`config.mk`:
```
export PLATFORM = sky130hd
export DESIGN_NAME = tmr16_top
export DESIGN_NICKNAME = d
export VERILOG_FILES = /design/src/rtl/tmr16_pkg.sv /design/src/rtl/tmr16_prescaler.sv /design/src/rtl/tmr16_edge_det.sv /design/src/rtl/tmr16_core.sv /design/src/rtl/tmr16_top.sv
export SDC_FILE = /design/constraint.sdc
export NUM_CORES = 1
export LEC_CHECK = 0
export BUFFER_PORTS_ARGS = -buffer_cell sky130_fd_sc_hd__buf_2
export CORE_MARGIN = 2
export CORE_UTILIZATION = 60
export DETAILED_ROUTE_END_ITERATION = 6
export PLACE_DENSITY = 0.83
export SLEW_MARGIN = 20
export SYNTH_ARGS = -nofsm -noshare
export SYNTH_HDL_FRONTEND = slang
export SYNTH_SLANG_ARGS = --single-unit
```
`constraint.sdc`:
```
create_clock -name clk -period 2.3 [get_ports clk]
set_input_delay 0 -clock clk [delete_from_list [all_inputs] [get_ports clk]]
set_output_delay 0 -clock clk [all_outputs]
set_load 0.01 [all_outputs]
```
`src/rtl/tmr16_pkg.sv`:
```
package tmr16_pkg;

  typedef enum logic [2:0] {
    A_CNT_HI = 3'd0,
    A_CNT_LO = 3'd1,
    A_RLD_HI = 3'd2,
    A_RLD_LO = 3'd3,
    A_CTRL   = 3'd4,
    A_CAP_HI = 3'd5,
    A_CAP_LO = 3'd6
  } reg_addr_e;

  localparam int CTL_RUN = 0;
  localparam int CTL_CAP = 1;
  localparam int CTL_PS  = 2;

endpackage

```
`src/rtl/tmr16_prescaler.sv`:
```
module tmr16_prescaler #(
  parameter int PSW = 3
) (
  input  logic           clk,
  input  logic           rst_n,
  input  logic           run,
  input  logic [PSW-1:0] ps_sel,
  output logic           tick
);
  localparam int PCW = (1 << PSW) - 1;

  logic [PCW-1:0] pcnt_q;
  logic [PCW-1:0] limit;

  always_comb begin
    limit = (PCW'(1) << ps_sel) - PCW'(1);
    tick  = run && (pcnt_q == limit);
  end

  always_ff @(posedge clk or negedge rst_n) begin
    if (!rst_n)        pcnt_q <= '0;
    else if (!run)     pcnt_q <= '0;
    else if (tick)     pcnt_q <= '0;
    else               pcnt_q <= pcnt_q + PCW'(1);
  end
endmodule

```
`src/rtl/tmr16_edge_det.sv`:
```
module tmr16_edge_det #(
  parameter int STAGES = 2
) (
  input  logic clk,
  input  logic rst_n,
  input  logic pin,
  input  logic falling,
  output logic act_edge
);
  logic [STAGES-1:0] sync_q;
  logic              prev_q;
  logic              cur;

  assign cur = sync_q[STAGES-1];

  always_ff @(posedge clk or negedge rst_n) begin
    if (!rst_n) begin
      sync_q <= '0;
      prev_q <= 1'b0;
    end else begin
      sync_q <= {sync_q[STAGES-2:0], pin};
      prev_q <= cur;
    end
  end

  always_comb begin
    if (falling) act_edge = prev_q && !cur;
    else         act_edge = cur && !prev_q;
  end
endmodule

```
`src/rtl/tmr16_core.sv`:
```
module tmr16_core #(
  parameter int CW = 16
) (
  input  logic          clk,
  input  logic          rst_n,
  input  logic          run,
  input  logic          cap_mode,
  input  logic          tick,
  input  logic          act_edge,
  input  logic          wr_hi,
  input  logic          wr_lo,
  input  logic [CW/2-1:0] wdata,
  input  logic [CW-1:0] reload,
  output logic [CW-1:0] cnt_o,
  output logic [CW-1:0] cap_o,
  output logic          started_o,
  output logic          count_en,
  output logic          tout,
  output logic          irq
);
  localparam int HB = CW / 2;
  localparam logic [CW-1:0] ONE = CW'(1);

  logic [CW-1:0] cnt_q, cap_q;
  logic          started_q, tout_q, irq_q;
  logic          wr_any, rld_evt, cap_evt;

  always_comb begin
    count_en = run && (!cap_mode || started_q);
    wr_any   = wr_hi || wr_lo;
    rld_evt  = tick && (cnt_q == reload) && !wr_any;
    cap_evt  = run && cap_mode && started_q && act_edge;
  end

  always_ff @(posedge clk or negedge rst_n) begin
    if (!rst_n)                 started_q <= 1'b0;
    else if (!run || !cap_mode) started_q <= 1'b0;
    else if (act_edge)          started_q <= 1'b1;
  end

  always_ff @(posedge clk or negedge rst_n) begin
    if (!rst_n) begin
      cnt_q <= ONE;
    end else if (wr_any) begin
      if (wr_hi) cnt_q[CW-1:HB] <= wdata;
      if (wr_lo) cnt_q[HB-1:0]  <= wdata;
    end else if (tick) begin
      cnt_q <= rld_evt ? ONE : cnt_q + ONE;
    end
  end

  always_ff @(posedge clk or negedge rst_n) begin
    if (!rst_n) begin
      cap_q  <= '0;
      tout_q <= 1'b0;
      irq_q  <= 1'b0;
    end else begin
      if (cap_evt) cap_q <= cnt_q;
      if (rld_evt) tout_q <= !tout_q;
      irq_q <= rld_evt || cap_evt;
    end
  end

  assign cnt_o     = cnt_q;
  assign cap_o     = cap_q;
  assign started_o = started_q;
  assign tout      = tout_q;
  assign irq       = irq_q;
endmodule

```
`src/rtl/tmr16_top.sv`:
```
module tmr16_top
  import tmr16_pkg::*;
#(
  parameter int CW   = 16,
  parameter int DW   = 8,
  parameter int AW   = 3,
  parameter int PSW  = 3,
  parameter int SYNC = 2
) (
  input  logic          clk,
  input  logic          rst_n,
  input  logic [AW-1:0] bus_addr,
  input  logic          bus_wr,
  input  logic          bus_rd,
  input  logic [DW-1:0] bus_wdata,
  output logic [DW-1:0] bus_rdata,
  input  logic          tmr_in,
  output logic          tmr_out,
  output logic          tmr_irq
);
  localparam int HB       = CW / 2;
  localparam int CTL_FALL = CTL_PS + PSW;
  localparam logic [DW-1:0] CTL_MASK = DW'((1 << (CTL_FALL + 1)) - 1);

  logic [DW-1:0]  ctrl_q;
  logic [CW-1:0]  rld_q;
  logic [HB-1:0]  shadow;
  logic [CW-1:0]  cnt, cap;
  logic           run, cap_mode, fall, started, count_en, tick, act_edge;
  logic [PSW-1:0] ps_sel;
  logic           wr_cnt_hi, wr_cnt_lo;

  always_comb begin
    run       = ctrl_q[CTL_RUN];
    cap_mode  = ctrl_q[CTL_CAP];
    ps_sel    = ctrl_q[CTL_PS +: PSW];
    fall      = ctrl_q[CTL_FALL];
    wr_cnt_hi = bus_wr && (bus_addr == AW'(A_CNT_HI));
    wr_cnt_lo = bus_wr && (bus_addr == AW'(A_CNT_LO));
  end

  always_ff @(posedge clk or negedge rst_n) begin
    if (!rst_n) begin
      ctrl_q <= '0;
      rld_q  <= '1;
    end else if (bus_wr) begin
      case (bus_addr)
        AW'(A_RLD_HI): rld_q[CW-1:HB] <= bus_wdata;
        AW'(A_RLD_LO): rld_q[HB-1:0]  <= bus_wdata;
        AW'(A_CTRL):   ctrl_q         <= bus_wdata & CTL_MASK;
        default: ;
      endcase
    end
  end

  always_ff @(posedge clk or negedge rst_n) begin
    if (!rst_n)
      shadow <= '0;
    else if (bus_rd && run && (bus_addr == AW'(A_CNT_HI)))
      shadow <= cnt[HB-1:0];
  end

  always_comb begin
    case (bus_addr)
      AW'(A_CNT_HI): bus_rdata = cnt[CW-1:HB];
      AW'(A_CNT_LO): bus_rdata = run ? shadow : cnt[HB-1:0];
      AW'(A_RLD_HI): bus_rdata = rld_q[CW-1:HB];
      AW'(A_RLD_LO): bus_rdata = rld_q[HB-1:0];
      AW'(A_CTRL):   bus_rdata = ctrl_q;
      AW'(A_CAP_HI): bus_rdata = cap[CW-1:HB];
      AW'(A_CAP_LO): bus_rdata = cap[HB-1:0];
      default:       bus_rdata = '0;
    endcase
  end

  tmr16_prescaler #(.PSW(PSW)) u_ps (
    .clk(clk), .rst_n(rst_n), .run(count_en), .ps_sel(ps_sel), .tick(tick)
  );

  tmr16_edge_det #(.STAGES(SYNC)) u_edge (
    .clk(clk), .rst_n(rst_n), .pin(tmr_in), .falling(fall), .act_edge(act_edge)
  );

  tmr16_core #(.CW(CW)) u_core (
    .clk(clk), .rst_n(rst_n), .run(run), .cap_mode(cap_mode), .tick(tick),
    .act_edge(act_edge), .wr_hi(wr_cnt_hi), .wr_lo(wr_cnt_lo),
    .wdata(bus_wdata), .reload(rld_q), .cnt_o(cnt), .cap_o(cap),
    .started_o(started), .count_en(count_en), .tout(tmr_out), .irq(tmr_irq)
  );
endmodule

```
### Word level (Yosys, flattened, before mapping)

Cells that the tools add are included.
W data, S select, Z words.

| storage, ports and cells | value |
|---|---|
| register bits | 75 |
| latch bits | 0 |
| bits in writable memories | 0 |
| bits in read-only memories | 0 |
| input bits | 16 |
| output and inout port bits | 10 |
| logic and storage cells | 70 |
| memories | 0 |

| operators by class | value |
|---|---|
| add/sub/neg operators | 3 |
| $mul | 0 |
| div/mod/pow operators | 0 |
| magnitude comparators | 0 |
| equal/unequal tests | 10 |
| shifts and indexed selects | 1 |
| muxes and demuxes | 12 |
| bitwise gates (word level) | 0 |
| reductions and logical operators | 31 |

Operators by type and width:

| operator | number |
|---|---|
| $pmux W8 S7 | 1 |
| $mux W16 | 3 |
| $mux W8 | 3 |
| $add A16 B1 Y16 const B | 1 |
| $eq A16 B16 Y1 | 1 |
| $mux W7 | 2 |
| $logic_and A1 B1 Y1 | 13 |
| $reduce_and A2 Y1 | 5 |
| $eq A3 B3 Y1 const B | 3 |
| $add A7 B1 Y7 const B | 1 |
| $eq A7 B7 Y1 | 1 |
| $shl A1 B3 Y7 const A | 1 |
| $sub A7 B2 Y7 const B | 1 |
| $eq A3 B2 Y1 const B | 2 |
| $logic_not A1 Y1 | 6 |
| $logic_or A1 B1 Y1 | 4 |
| $ne A2 B1 Y1 const B | 2 |
| $reduce_bool A2 Y1 | 2 |
| $eq A3 B1 Y1 const B | 1 |
| $logic_not A3 Y1 | 1 |
| $mux W1 | 3 |

### Logic depth before layout (Yosys ltp)

Gate-level depths: netlist (run 1).

| logic depth | value |
|---|---|
| word-level depth | 9 |
| depth in mapped cells | 9 |
| mapped depth without buffers | 7 |

### Cells and area by module

Synthesis (run 1) repeated with hierarchy kept, for this count alone.

| unflattened totals | value |
|---|---|
| cell total of the unflattened synthesis | 389 |
| area, all modules | 4361.7 µm² |

By module, submodules not included:

| module | instances | cells an instance | area each (µm²) | sequential area each (µm²) |
|---|---|---|---|---|
| tmr16_core | 1 | 187 | 1944.4 | 877.1 |
| tmr16_top | 1 | 144 | 1819.2 | 770.7 |
| tmr16_prescaler | 1 | 52 | 500.5 | 175.2 |
| tmr16_edge_det | 1 | 6 | 97.6 | 75.1 |

### Worst setup path after synthesis (run 1)

No wires, ideal clock.

| timing | value |
|---|---|
| path kind | reg-to-reg |
| start point | register u_core.cnt_q[0], in the netlist u_core.cnt_o[0] |
| end point | register u_core.cnt_q[3], in the netlist u_core.cnt_o[3] |
| setup time | 0.130 ns |
| arrival | 1.961 ns |
| data required time | 2.170 ns |
| path slack | 0.210 ns |
| cell stages (with the launch flop) | 10 |
| buffers on the path | 3 |
| period minus slack after synthesis | 2.090 ns |
| cell sequence | dfstp_2 buf_6 xnor2_1 nand4_1 nor4_4 a41oi_2 buf_6 buf_8 a21oi_1 o22ai_1 |

| between the ends | value |
|---|---|
| word-level cells in the longest chain between the ends | 6 |
| elaborated cells on any way between the ends | 7 |
| classes of those cells | add/sub: 1; eq/ne: 1; mux: 3; reduce/logical: 2 |

RTL lines:

| item | line | source |
|---|---|---|
| start: declaration | tmr16_core.sv:24 | `logic [CW-1:0] cnt_q, cap_q;` |
| start signal: indexed assignment | tmr16_core.sv:45 | `if (wr_hi) cnt_q[CW-1:HB] <= wdata;` |
| start signal: indexed assignment | tmr16_core.sv:46 | `if (wr_lo) cnt_q[HB-1:0] <= wdata;` |
| start signal: assignment | tmr16_core.sv:48 | `cnt_q <= rld_evt ? ONE : cnt_q + ONE;` |
| parallel branches: the longest is 3 deep, another holds $add A16 B1 Y16 | n/a |  |
| $mux W16 * | tmr16_core.sv:48 |  |
| $mux W16 * | tmr16_core.sv:47 | `end else if (tick) begin` |
| $mux W16 * | tmr16_core.sv:44 | `end else if (wr_any) begin` |

Mark *: on every way between the ends. The select of a mux whose other input is x is not followed.
A chain may end at the register's enable or synchronous reset.

### Worst setup path after layout (run 1)

| timing | value |
|---|---|
| start point | register rld_q[9] |
| end point | register u_core.cnt_q[3], in the netlist u_core.cnt_o[3] |

| between the ends | value |
|---|---|
| word-level cells in the longest chain between the ends | 6 |

RTL lines:

| item | line | source |
|---|---|---|
| start: declaration | tmr16_top.sv:26 | `logic [CW-1:0] rld_q;` |
| start signal: indexed assignment | tmr16_top.sv:48 | `AW'(A_RLD_HI): rld_q[CW-1:HB] <= bus_wdata;` |
| start signal: indexed assignment | tmr16_top.sv:49 | `AW'(A_RLD_LO): rld_q[HB-1:0] <= bus_wdata;` |
| $eq A16 B16 Y1 | tmr16_core.sv:31 | `rld_evt = tick && (cnt_q == reload) && !wr_any;` |
| $logic_and A1 B1 Y1 (2 in series) | tmr16_core.sv:31 |  |
| $mux W16 | tmr16_core.sv:48 |  |
| $mux W16 | tmr16_core.sv:47 |  |
| $mux W16 | tmr16_core.sv:44 |  |

Every way passes these cells. The select of a mux whose other input is x is not followed.

==> flow_metrics.tcl, run 1 <==
set metrics [dict create \
    status "finished, final reports clean" \
    async_reset_ff_share_pct 100 \
    die_width_um 89.2 \
    finalSetupViolations 0 \
    dieArea_sq_um 7950 \
    syn_nets 423 \
    vias_per_cell 6.34 \
    slowest_delay_ns 0.56 \
    coreArea_sq_um 7140 \
    yosysSeqAreaShare_pct 43.6 \
    relSlewSlack_pct 37.9 \
    cts_buffers 9 \
    wl_per_cell_um 19.8 \
    worstSetupPathType "reg -> reg" \
    cts_sinks 75 \
    io_pins 26 \
    min-delay-start "bus_wdata[0]" \
    path_cells "xnor2_1 > nand4_1 > nor4_4 > a41oi_2 > buf_4 > a32oi_1 > o22ai_1" \
    antenna_cells 0 \
    yosys_register_bits 75 \
    power_density_nw_per_um2 957 \
    finalHoldViolCount 0 \
    place.gp.congestion 0.938 \
    synth.largest_area_cell "dfrtp_1" \
    r2r_slack_ns 0.12 \
    synth.avg_cell_area_sq_um 10.8 \
    root_buffer "clkbuf_8" \
    dr.pass1.iters 7 \
    cp.arrival_ns 2.39 \
    fin_skew_ns 0.0112 \
    clock_latency_ns 0.36 \
    worstHoldEndpoint "rld_q[8]$_DFFE_PN1P_" \
    synthTopCellsByArea "dfrtp_1, mux2_2, dfstp_2" \
    endpoint_kind "flip-flop" \
    grt_overflow_total 0 \
    cpMaxStageDelayCell "dfstp_2" \
    antenna_left 0 \
    synth_top_flop_cell "dfrtp_1" \
    hold_depth 2 \
    multiInputGateArea_sq_um 2230 \
    max-cap-violations 0 \
    synth.distinct_cells 67 \
    drive_gt1_share_pct 35.2 \
    hold_class "in -> reg" \
    leakage_nw 2.10 \
    r2r_start "rld_q[9]$_DFFE_PN1P_" \
    worst_ep_required_time_ns 2.51 \
    drt_wl_total_um 11100 \
    fin_total_pwr_mw 4.78 \
    period_share_pct 94.7 \
    syn_area_sq_um 4350 \
    drtIter0Drc 303 \
    grt_pass1_vias 3400 \
    fill_cells 528 \
    drv_slew 0 \
    regArea_sq_um 1900 \
    cp_max_fo 17 \
    start_util_pct 61.0 \
    grt_pass1_wl_um 17300 \
    worst_setup_path_start_kind "flip-flop" \
    dp_hpwl_um 7770 \
    drc 0 \
    track_usage_pct 29.5 \
    setup_tns_ns 0 \
    syn_to_final_growth_pct 14.9 \
    grt_max_degree 76 \
    h-tree-depth 3 \
    ir_drop_v 0.000427 \
    rows 31 \
    die_h_um 89.2 \
    rr_worst_depth 7 \
    antenna_found_initial 0 \
    synth_edf_count 0 \
    synth_top_area_share_pct 33.3 \
    vias 3545 \
    ys_warn_count 0 \
    nets 473 \
    worst_pin_slew_ns 0.931 \
    cts_tree "built" \
    clk_pin_slew_worst_paths_ns 0.08 \
    timing.fmax_mhz 459 \
    rsz0062_at_grt "yes" \
    period_minus_slack_ns 2.18 \
    rr_endpoint "u_core.cnt_o[3]$_DFFE_PN0P_" \
    syn_inst 405 \
    io_buffers 25 \
    clk_path_buf_depth 2 \
]
==> routing by layer <==
metal  GRT usage (%)  vias up  share of wire [%]
met5               0        -                  0
met4            15.1        0                3.3
met3            5.63       37                6.1
met2            48.4      153                 49
met1            37.4     1759                 41
li1                -     1596                  -
==> logic make-up (layout without fill, tap and decap cells) <==
| group | after synthesis | count (layout) | share of synthesized area, % |
|---|---|---|---|
| and+or+nand+nor | 120 | 120 | 14.7 |
| AOI/OAI and AO/OA | 83 | 83 | 14.5 |
| DFF | 75 | 75 | 43.6 |
| muxes | 61 | 61 | 16.5 |
| buffers and inverters | 42 | 97 | 5.32 |
| xor gates and xnor gates | 22 | 22 | 4.77 |
| adders and majority gates | 2 | 2 | 0.575 |
==> state kept, by name (all words and copies together), names as in the netlist, 2 cells and up <==
| register | cells |
|---|---|
| ctrl_q | 6 |
| u_ps.pcnt_q | 7 |
| u_edge.sync_q | 2 |
| rld_q | 16 |
| u_core.cnt_o | 16 |
| shadow | 8 |
| u_core.cap_o | 16 |
==> report_power, final <==
part | total (mW) | internal, mW | switching, mW
logic | 1.66 | 0.803 | 0.857
registers | 1.97 | 1.69 | 0.282
clock network | 1.15 | 0.669 | 0.481
total | 4.78 | 3.17 | 1.62
==> cells in the mapped netlist, types with 7 or more instances <==
cell type	n
nand2_1	27
buf_6	7
dfstp_2	17
a21oi_1	12
nor3_1	7
clkbuf_1	11
o22ai_1	11
mux2i_1	10
xnor2_1	18
inv_1	13
nor2_1	30
dfrtp_1	58
o21ai_0	10
nand3_1	15
mux2_2	47
==> layout make-up <==
| type | count | area share (%) |
|---|---|---|
| flip-flops and latches | 75 | 38.0 |
| clock inverters | 4 | 1.45 |
| inverters | 14 | 1.05 |
| repair buffers | 67 | 9.26 |
| clock buffers | 12 | 3.10 |
| multi-input cells | 288 | 44.6 |
| well taps | 99 | 2.48 |
==> placed cells by master, fill, tap and decap left out, types with 5 or more instances in the layout <==
cell / instances
o21ai_0: 10
nor2b_1: 6
nand2_1: 27
nor3_1: 7
xnor2_1: 18
nor2_1: 30
mux2_2: 47
dlygate4sd3_1: 8
buf_4: 35
clkbuf_8: 11
dfstp_2: 17
nand4_1: 5
dfrtp_1: 55
mux2i_1: 10
o22ai_1: 11
a21oi_1: 12
a22oi_1: 5
nand3_1: 15
buf_2: 24
inv_1: 13
==> worst max path at each step <==
stage                                     start                     endpoint  slack, ns  cells after the start
floorplan           u_core.cnt_o[0]$_DFFE_PN1P_  u_core.cnt_o[3]$_DFFE_PN0P_       0.21                      9
global placement          ctrl_q[4]$_DFFE_PN0P_  u_core.cnt_o[3]$_DFFE_PN0P_       0.20                      7
detailed placement        ctrl_q[4]$_DFFE_PN0P_  u_core.cnt_o[6]$_DFFE_PN0P_        0.1                      6
CTS                       ctrl_q[4]$_DFFE_PN0P_  u_core.cnt_o[6]$_DFFE_PN0P_       0.06                      6
global route              ctrl_q[2]$_DFFE_PN0P_  u_core.cnt_o[3]$_DFFE_PN0P_      -0.04                      7
finish                     rld_q[9]$_DFFE_PN1P_  u_core.cnt_o[3]$_DFFE_PN0P_       0.12                      7
==> repair_timing <==
action                                  in CTS  in global routing
gates resized for setup                      0                  4
hold buffers                                 8                  0
endpoints found under the setup margin       0                  5
hold endpoints to repair                    78                  0
buffers inserted                             0                  1
==> worst max-delay path, delay by kind of cell (launching register included) <==
family | cells | cell delay (ns)
xor+xnor | 1 | 0.15
compound gates | 3 | 0.53
simple gates | 2 | 0.54
flops | 1 | 0.56
buf+inv | 1 | 0.24
==> stage by stage <==
stage	worst slack, ns	std cells	hold WS, ns	util, %	cell area, sq um
after floorplan	0.210	405	-0.296	-	4350
after global placement	0.204	534	0.110	65.5	4670
after detailed placement	0.0972	534	0.110	65.5	4670
after CTS	0.0552	558	0.0116	69.8	4980
after global routing	-0.0440	559	0.0175	70.1	5000
final	0.123	559	0.0344	70.1	5000
Note: power is estimated with default switching activity, not from simulation.
==> inputs of run 2 (changes only) <==
SYNTH_HIERARCHICAL = 1   (was not set)
==> run 2 against run 1 <==
Against the previous run: the run now ends with setup timing left; sequential cell count unchanged; register-to-register slack worse by 0.23 ns; critical path depth increased by 2; cell area increased by 3.7%; clock power is 9.6% lower; core utilization rose by 2.6 points; critical endpoint is now u_core/cnt_o[8]$_DFFE_PN0P_; clock skew barely moved; wire length up 7.0%; total power is 6.5% lower; first-iteration DRC count grew 22%; global-route usage up 1.6 points; largest power group unchanged; critical path type unchanged.
==> flow_metrics.tcl, run 2 <==
set metrics [dict create \
    status "complete, but fails checks" \
    failed_checks "setup timing" \
    finalSetupViolations 18 \
    io_pins 26 \
    grt_max_degree 76 \
    dp_hpwl_um 7980 \
    ir_drop_v 0.000525 \
    root_buffer "clkbuf_8" \
    nets 469 \
    syn_area_sq_um 4360 \
    antenna_left 0 \
    p_switching_mw 1.57 \
    coreArea_sq_um 7140 \
    synth.largest_area_cell "dfrtp_1" \
    cts_sinks 75 \
    syn_inst 389 \
    syn_nets 407 \
    io_buffers 25 \
    max-cap-violations 0 \
    synth_top_family_by_area "multiplexers" \
    regArea_sq_um 1900 \
    wl_per_cell_um 21.3 \
    ys_warn_count 6 \
    async_reset_ff_share_pct 100 \
    grt_pass1_vias 3582 \
    track_usage_pct 31.1 \
    worst_ep_required_time_ns 2.57 \
    synthXorXnorAreaFrac_pct 7.00 \
    clk_pin_slew_worst_paths_ns 0.08 \
    postLayoutCoreUtil_pct 72.6 \
    h-tree-depth 3 \
    worstSetupPathType "reg -> reg" \
    synth.most_common_cell "mux2_2" \
    synth.avg_cell_area_sq_um 11.2 \
    cts_tree "built" \
    placed_area_sq_um 4750 \
    antenna_found_initial 0 \
    stdcell_area_sq_um 5180 \
    drc 0 \
    cp.arrival_ns 2.67 \
    synth_top_flop_cell "dfrtp_1" \
    period_minus_slack_ns 2.41 \
    clock_latency_ns 0.35 \
    finalHoldViolCount 0 \
    dieArea_sq_um 7970 \
    leakage_nw 2.26 \
    synthTopCellsByArea "dfrtp_1, mux2_2, dfstp_2" \
    antenna_cells 0 \
    yosys-mux-area-fraction_pct 17.1 \
    synth_top_area_share_pct 33.3 \
    rsz0062_at_grt "yes" \
    synth_edf_count 0 \
    multiInputGateArea_sq_um 2420 \
    vias 3668 \
    drv_slew 0 \
    layout_commonest_cell "mux2_2" \
    fill_cells 513 \
    cts_buffers 9 \
    period_share_pct 105 \
    endpoint_kind "flip-flop" \
    die_h_um 89.3 \
    yosysSeqAreaShare_pct 43.5 \
    drtIter0Drc 369 \
    hold_class "in -> reg" \
    grt_pass1_wl_um 18600 \
    synthTopCellsByCount "mux2_2, dfrtp_1, xor2_1" \
    yosys.area_share.simple_pct 14.3 \
    start_util_pct 61.1 \
    p_int_mw 2.90 \
    synth.distinct_cells 64 \
    p_seq_share_pct 45.0 \
    clk_path_buf_depth 2 \
    power.share.clock_pct 23.3 \
    synthAdderAreaFrac_pct 0.574 \
    place.gp.congestion 0.910 \
    yosys_register_bits 75 \
    synth_compound_area_share_pct 13.6 \
    drt_wl_total_um 11800 \
    power_density_nw_per_um2 863 \
    vias_per_cell 6.61 \
    worst_setup_path_start_kind "flip-flop" \
    cp_max_fo 5 \
    timing.fmax_mhz 416 \
    die_width_um 89.3 \
    dr.pass1.iters 6 \
    setup_ws_ns -0.106 \
    relSlewSlack_pct 38.1 \
    drive_gt1_share_pct 42.5 \
    share_comb_of_total_power_pct 31.8 \
    rows 31 \
    sw_frac_of_total_pct 35.1 \
    worst_pin_slew_ns 0.929 \
    fin_skew_ns 0.0107 \
    syn_to_final_growth_pct 18.8 \
    layout_common_cells "mux2_2, dfrtp_1, buf_4, buf_2, xor2_1" \
    grt_overflow_total 0 \
]
-- run 2: cell count changes after synthesis, moves of 7 or more --
cell     change
inv_1        -9
nor2_1      -16
mux2_2      +12
xor2_1      +20
xnor2_1      -7
o22ai_1     -10
a22oi_1      +9
-- run 2: path summary, 6_finish.rpt --
path / to / startpoint / cells after the start / slack, ns
max in group asynchronous: u_ps/pcnt_q[5]$_DFF_PN0_ / rst_n / 2 / 1.32
min in group asynchronous: u_core/cap_o[10]$_DFFE_PN0P_ / rst_n / 2 / 0.34
min: u_core/cnt_o[9]$_DFFE_PN0P_ / bus_wdata[1] / 3 / 0.01
max: u_core/cnt_o[8]$_DFFE_PN0P_ / u_ps/pcnt_q[5]$_DFF_PN0_ / 9 / -0.11
min reg2reg: u_edge/sync_q[1]$_DFF_PN0_ / u_edge/sync_q[0]$_DFF_PN0_ / 0 / 0.36
max reg2reg: u_core/cnt_o[8]$_DFFE_PN0P_ / u_ps/pcnt_q[5]$_DFF_PN0_ / 9 / -0.11
-- run 2: kinds of logic after synthesis --
kind of cell               count (synthesis)
buffers and inverters                     28
muxes                                     66
AOI/OAI and AO/OA                         80
DFF                                       75
xor gates and xnor gates                  34
and+or+nand+nor                          104
adders and majority gates                  2
-- run 2: power by group through the flow --
stage	clock network, mW	registers (mW)	logic, mW
after floorplan	0	1.89	0.931
after global placement	0	1.99	1.26
after detailed placement	0	2.01	1.30
after CTS	1.05	2.00	1.36
after global routing	1.11	2.04	1.52
final	1.04	2.01	1.42
-- run 2: area by class of cell --
cell class,count,share of cell area (%)
Inverter,6,0.434
Clock inverter,5,1.16
Tap cell,99,2.39
Sequential cell,75,36.7
Clock buffer,11,2.73
Timing Repair Buffer,73,9.94
Multi-Input combinational cell,286,46.7
-- run 2: worst max-delay path, stage by stage, from the launching register on --
cell and delay (ns):
dfrtp_2 0.47, nor3_2 0.24, a41oi_2 0.07, nor3_4 0.24, and3_4 0.26, or2b_4 0.32, nor4_2 0.34, xor2_1 0.17
nand2_1 0.07, a21oi_1 0.15
-- run 2: repair_timing --
action	4_1_cts	5_1_grt
cloned	0	0
setup buffers	3	1
resized for setup	17	8
pin swaps	7	1
endpoints found under the setup margin	18	18
hold endpoints to repair	79	0
hold buffers	8	0
-- run 2: metrics by stage --
step	std cells	worst slack (ns)	hold WS [ns]	setup TNS (ns)	power, mW
after floorplan	389	-0.161	-0.296	-1.73	2.82
after global placement	527	-0.00832	0.112	-0.0181	3.24
after detailed placement	527	-0.152	0.116	-1.85	3.31
after CTS	554	-0.0133	0.00299	-0.0491	4.41
after global routing	555	-0.178	0.0145	-2.56	4.68
final	555	-0.106	0.0118	-1.16	4.47
-- run 2: routing by layer --
metal  vias up  GRT usage (%)  part of all wire [%]
met5         -              0                     0
met4         0           10.9                   3.7
met3        64           6.46                   6.5
met2       203           53.1                    49
met1      1813           39.3                    41
li1       1588              -                     -
